==> config.mk <==
export PLATFORM = sky130hd
export DESIGN_NAME = sps_port
export DESIGN_NICKNAME = d
export VERILOG_FILES = /design/src/rtl/sps_pkg.sv /design/src/rtl/sps_sync.sv /design/src/rtl/sps_rx.sv /design/src/rtl/sps_tx.sv /design/src/rtl/sps_sup.sv /design/src/rtl/sps_port.sv
export SDC_FILE = /design/constraint.sdc
export NUM_CORES = 1
export LEC_CHECK = 0
export BUFFER_PORTS_ARGS = -buffer_cell sky130_fd_sc_hd__buf_2
export CAP_MARGIN = 20
export CORE_UTILIZATION = 40
export CTS_CLUSTER_SIZE = 28
export DETAILED_ROUTE_END_ITERATION = 7
export PLACE_DENSITY = 0.57
export SLEW_MARGIN = 10
export SYNTH_ARGS = -nofsm -noshare
export SYNTH_HDL_FRONTEND = slang
export SYNTH_SLANG_ARGS = --single-unit
==> constraint.sdc <==
create_clock -name clk -period 5.3 [get_ports clk]
set_clock_uncertainty 0.2 [all_clocks]
set_input_delay 0.265 -clock clk [delete_from_list [all_inputs] [get_ports clk]]
set_output_delay 0.265 -clock clk [all_outputs]
set_load 0.05 [all_outputs]
==> src/rtl/sps_pkg.sv <==
package sps_pkg;
  localparam int SEG_W   = 23;
  localparam int DIM_W   = 10;
  localparam int DATA_W  = 2 * SEG_W + DIM_W;
  localparam int FRAME_W = DATA_W + 2;
  localparam int KEY_W   = 24;
  localparam int PAD_W   = FRAME_W - KEY_W - 2;
  localparam int CNT_W   = $clog2(FRAME_W);

  typedef struct packed {
    logic [DIM_W-1:0] dim;
    logic [SEG_W-1:0] g2;
    logic [SEG_W-1:0] g1;
  } disp_t;
endpackage

==> src/rtl/sps_sync.sv <==
module sps_sync #(
  parameter int W      = 2,
  parameter int STAGES = 2
) (
  input  logic         clk,
  input  logic         rst,
  input  logic [W-1:0] d,
  output logic [W-1:0] q
);
  localparam int CW = W * STAGES;
  logic [CW-1:0] chain;

  always_ff @(posedge clk) begin
    if (rst) chain <= '0;
    else     chain <= {chain[CW-W-1:0], d};
  end

  assign q = chain[CW-1 -: W];
endmodule

==> src/rtl/sps_rx.sv <==
module sps_rx
  import sps_pkg::*;
#(
  parameter int GAP_TICKS = 5
) (
  input  logic             clk,
  input  logic             rst,
  input  logic             tick,
  input  logic             rise,
  input  logic             din,
  output logic             active,
  output logic             frame_start,
  output logic             ok_p,
  output logic             bad_p,
  output disp_t            disp,
  output logic [CNT_W-1:0] cnt
);
  localparam int GW = $clog2(GAP_TICKS + 1);
  localparam logic [CNT_W-1:0] LAST    = CNT_W'(FRAME_W - 1);
  localparam logic [GW-1:0]    GAP_END = GW'(GAP_TICKS - 1);

  logic [FRAME_W-1:0] sr, nxt;
  logic [GW-1:0]      gap;
  logic               par_ok;

  assign nxt         = {din, sr[FRAME_W-1:1]};
  assign par_ok      = (nxt[FRAME_W-2] == nxt[FRAME_W-1]) &&
                       (nxt[FRAME_W-2] == ~^nxt[DATA_W-1:0]);
  assign frame_start = rise && (cnt == '0);

  always_ff @(posedge clk) begin
    if (rst) begin
      sr     <= '0;
      cnt    <= '0;
      gap    <= '0;
      active <= 1'b0;
      ok_p   <= 1'b0;
      bad_p  <= 1'b0;
      disp   <= '{dim: '1, g2: '0, g1: '0};
    end else begin
      ok_p  <= 1'b0;
      bad_p <= 1'b0;
      if (rise) begin
        active <= 1'b1;
        gap    <= '0;
        sr     <= nxt;
        if (cnt == LAST) begin
          cnt <= '0;
          if (par_ok) begin
            ok_p <= 1'b1;
            disp <= disp_t'(nxt[DATA_W-1:0]);
          end else begin
            bad_p <= 1'b1;
          end
        end else begin
          cnt <= cnt + 1'b1;
        end
      end else if (active && tick) begin
        if (gap == GAP_END) begin
          active <= 1'b0;
          cnt    <= '0;
          gap    <= '0;
        end else begin
          gap <= gap + 1'b1;
        end
      end
    end
  end
endmodule

==> src/rtl/sps_tx.sv <==
module sps_tx
  import sps_pkg::*;
(
  input  logic             clk,
  input  logic             rst,
  input  logic             load,
  input  logic             shift,
  input  logic [KEY_W-1:0] key,
  output logic             dout
);
  logic [FRAME_W-1:0] sr;
  logic               kpar;

  assign kpar = ~^key;

  always_ff @(posedge clk) begin
    if (rst)        sr <= '1;
    else if (load)  sr <= {{PAD_W{1'b1}}, kpar, kpar, key};
    else if (shift) sr <= {1'b1, sr[FRAME_W-1:1]};
  end

  assign dout = sr[0];
endmodule

==> src/rtl/sps_sup.sv <==
module sps_sup #(
  parameter int FALLBACK_TICKS = 512
) (
  input  logic clk,
  input  logic rst,
  input  logic tick,
  input  logic good,
  output logic fb
);
  localparam int AW = $clog2(FALLBACK_TICKS + 1);
  localparam logic [AW-1:0] AGE_END = AW'(FALLBACK_TICKS - 1);

  logic [AW-1:0] age;

  always_ff @(posedge clk) begin
    if (rst) begin
      age <= '0;
      fb  <= 1'b0;
    end else if (good) begin
      age <= '0;
      fb  <= 1'b0;
    end else if (tick && !fb) begin
      if (age == AGE_END) fb  <= 1'b1;
      else                age <= age + 1'b1;
    end
  end
endmodule

==> src/rtl/sps_port.sv <==
module sps_port
  import sps_pkg::*;
#(
  parameter int GAP_TICKS      = 5,
  parameter int FALLBACK_TICKS = 512,
  parameter int SYNC_STAGES    = 2
) (
  input  logic             clk,
  input  logic             rst,
  input  logic             tick_i,
  input  logic             ser_en_i,
  input  logic             sdat_i,
  input  logic [KEY_W-1:0] key_status_i,
  output logic             sdat_o,
  output logic             sdat_oe,
  output logic [SEG_W-1:0] seg_g1_o,
  output logic [SEG_W-1:0] seg_g2_o,
  output logic [DIM_W-1:0] dim_o,
  output logic             fallback_o
);
  localparam logic [SEG_W-1:0] FB_SEGS = SEG_W'(3);

  logic             en_s, din_s, en_d, rise;
  logic             active, frame_start, rx_ok, rx_bad, tx_dout, fb;
  logic [CNT_W-1:0] rx_cnt;
  disp_t            disp;

  sps_sync #(.W(2), .STAGES(SYNC_STAGES)) u_sync (
    .clk(clk), .rst(rst), .d({ser_en_i, sdat_i}), .q({en_s, din_s})
  );

  always_ff @(posedge clk) begin
    if (rst) en_d <= 1'b0;
    else     en_d <= en_s;
  end
  assign rise = en_s && !en_d;

  sps_rx #(.GAP_TICKS(GAP_TICKS)) u_rx (
    .clk(clk), .rst(rst), .tick(tick_i), .rise(rise), .din(din_s),
    .active(active), .frame_start(frame_start), .ok_p(rx_ok),
    .bad_p(rx_bad), .disp(disp), .cnt(rx_cnt)
  );

  sps_tx u_tx (
    .clk(clk), .rst(rst), .load(frame_start), .shift(rise && !frame_start),
    .key(key_status_i), .dout(tx_dout)
  );

  sps_sup #(.FALLBACK_TICKS(FALLBACK_TICKS)) u_sup (
    .clk(clk), .rst(rst), .tick(tick_i), .good(rx_ok), .fb(fb)
  );

  always_ff @(posedge clk) begin
    if (rst) begin
      seg_g1_o   <= '0;
      seg_g2_o   <= '0;
      dim_o      <= '1;
      fallback_o <= 1'b0;
      sdat_o     <= 1'b1;
      sdat_oe    <= 1'b0;
    end else begin
      seg_g1_o   <= fb ? FB_SEGS : disp.g1;
      seg_g2_o   <= fb ? FB_SEGS : disp.g2;
      dim_o      <= disp.dim;
      fallback_o <= fb;
      sdat_o     <= tx_dout;
      sdat_oe    <= !en_s && active;
    end
  end
endmodule

==> qor.txt <==
WP data arrival = 4.10 ns
R2R depth = 9
Proportion of layout cells with a drive suffix above 1 = 0.123
Slew Limit Fails = 0
Synthesis-stage register bit count = 225
Max VDD drop = 0.251 mV
Std cell rows = 56
Core ar. = 23400 um2
Most frequent cells in the layout = nand2_1 (324), dfxtp_1 (225), buf_2 (86), xnor2_1 (69), a21oi_1 (64)
CTS root buf = clkbuf_16
Die height = 156 um
Syn Inst Count = 1147
Clk sinks = 225
Distinct cells, synth = 40
Final hold viol count = 0
F_max = 0.258 GHz
Synth top area share = 0.474
Fin area = 11200 um2
Maximum root-to-sink buffer count = 3
Max-Cap Viols = 0
Global-route wire length before repair = 35200 um
N_diodes = 0
Final Cycle Share = 0.732
# Post-CTS Setup Buffers = 0
Clk_lat worst skew = 0.51 ns
Post-cts resize count = 0
RSZ-0062 raised after global routing = no
Vias per inst = 5.07
Vias = 7857
Sw Share = 0.243
Wire length per cell = 13.8 um
Mapped Area = 9510 um2
Syn Nets = 1182
Ranking of synthesized cells by area = dfxtp_1 (47%), nand2_1 (13%), xnor2_1 (6.4%), a41oi_1 (4.2%), a21oi_1 (3.4%)
Asr flop ratio synth = 0
Remaining antenna violation count = 0
GRT overflow = 0
Switching pwr = 948 uW
Total power divided by cell area = 348 nW/um2
Layout area overhead = 17.9%
Slew headroom = 0.281
Detail Placement HPWL = 12300 um
Number of flops mapped to enable cells by yosys = 0
CTS tree = built
Sequential Power Share = 0.468
Minimum clock period = 3.88 ns
Vias in the first global route = 6997
Top FF cell, synth = dfxtp_1
GPL Wtd Cong = 0.750
Setup_tns = 0 ns
Pin count of the biggest net entering global routing = 108
Remaining DRCs = 0
Initial DRC count = 565
TritonCTS buffer count = 25
H-tree levels = 1
Count of final setup violators = 0
Worst-path clk slew = 0.06 ns
Nets@finish = 1248
GRT Total Usage = 0.174
Cell Int Power = 2.95 mW
Syn_area_per_cell = 8.29 um2
Worst path required time = 5.53 ns
Die span in x = 156 um
Seq/Total Area, Yosys = 0.474
CP Max Fanout = 107
Class of the most critical setup path = flop to flop
Fraction of power consumed by combinational cells = 0.091
Die area = 24400 um2
Status = finished, final reports clean
Synthesis Warnings = 0
Hold-critical path depth = 2
Post-synth top area cell = dfxtp_1
Crit path capture type = flop
Most common cell after layout, fill and taps aside = nand2_1
IO Port Bufs = 87
Static Leak = 3.81 nW
Antenna violations before repair = 0
Startpoint types = flop
Part of the power in the clock network = 0.441
Slew @ Worst Pin = 1.08 ns
Ports = 88
Hold WC Path Type = flop to flop
Post-Route WL = 21400 um
Starting Density = 0.406
Placed Area = 10100 um2
Drt pass-1 iters = 5
critical path, cell delays in order (launching register included):
cell,delay [ns]
dfxtp_1,0.39
xor2_1,0.18
xnor2_1,0.10
xnor2_1,0.21
xnor3_1,0.41
xnor3_4,0.91
xnor2_4,0.59
buf_4,0.45
nand2_1,0.09
a31oi_1,0.20
worst paths after layout:
check / from / to / slack, ns
max: u_rx.sr[48] / u_rx.disp[11] / 1.42
min: u_rx.disp[47] / dim_o[1] / 0.23
max reg2reg: u_rx.sr[48] / u_rx.disp[11] / 1.42
min reg2reg: u_rx.disp[47] / dim_o[1] / 0.23
metal layers:
layer	part of all wire	routed length [um]	vias up	track usage
li1	-	-	4053	-
met3	0.045	954	30	0.0278
met1	0.49	10400	3626	0.238
met2	0.45	9700	148	0.283
met5	0	0	-	0
met4	0.016	349	0	0.0462
logic make-up after synthesis:
group	count (synthesis)	share of synthesized area
AOI/OAI and AO/OA	218	0.159
xor gates and xnor gates	86	0.0842
muxes	2	0.00211
adders and majority gates	6	0.00790
and+or+nand+nor	505	0.228
DFF	225	0.474
buffers and inverters	105	0.0450
synthesized netlist by cell type (14+ instances only):
cell      count
inv_1        17
and2_1       42
a221oi_1     24
a41oi_1      46
nor2_1       50
xor2_1       14
dfxtp_1     225
clkbuf_1     69
nor3_1       50
nand2_1     324
a31oi_1      46
a21oi_1      64
xnor2_1      69
flip-flops by register name (all words and copies together) (netlist names), 3 cells and up:
register / count
u_rx.cnt: 6
u_rx.disp: 56
u_sync.chain: 4
u_rx.gap: 3
u_tx.sr: 26
seg_g1_o: 23
dim_o: 10
u_sup.age: 10
u_rx.sr: 57
seg_g2_o: 23
what timing repair did:
action | 4_1_cts | 5_1_grt
hold buffers | 28 | 0
hold endpoints to repair | 33 | 0
endpoints found under the setup margin | 0 | 0
power groups by stage:
stage / logic, mW / clock network [mW] / registers, mW
6_report: 0.357 / 1.72 / 1.83
5_1_grt: 0.394 / 1.83 / 1.84
4_1_cts: 0.359 / 1.77 / 1.83
3_5_place_dp: 0.342 / 0 / 1.86
3_3_place_gp: 0.336 / 0 / 1.86
2_1_floorplan: 0.185 / 0 / 1.93
stage by stage:
stage | worst slack [ns] | utilization | std cells | hold slack (ns) | power [mW]
finish | 1.42 | 0.479 | 1549 | 0.233 | 3.90
global route | 1.17 | 0.479 | 1549 | 0.254 | 4.06
CTS | 1.42 | 0.479 | 1549 | 0.234 | 3.95
detailed placement | 1.46 | 0.432 | 1477 | 0.223 | 2.20
global placement | 1.52 | 0.431 | 1476 | 0.220 | 2.20
floorplan | 2.61 | - | 1147 | 0.193 | 2.12
final cells by class:
type,instances,area [um2]
inverters,17,63.8
multi-input cells,817,4610
well taps,319,399
repair buffers,127,821
fillers,2315,12200
flip-flops and latches,225,4500
clock inverters,6,80.1
clock buffers,38,734
(Power assumes the default switching activity.)
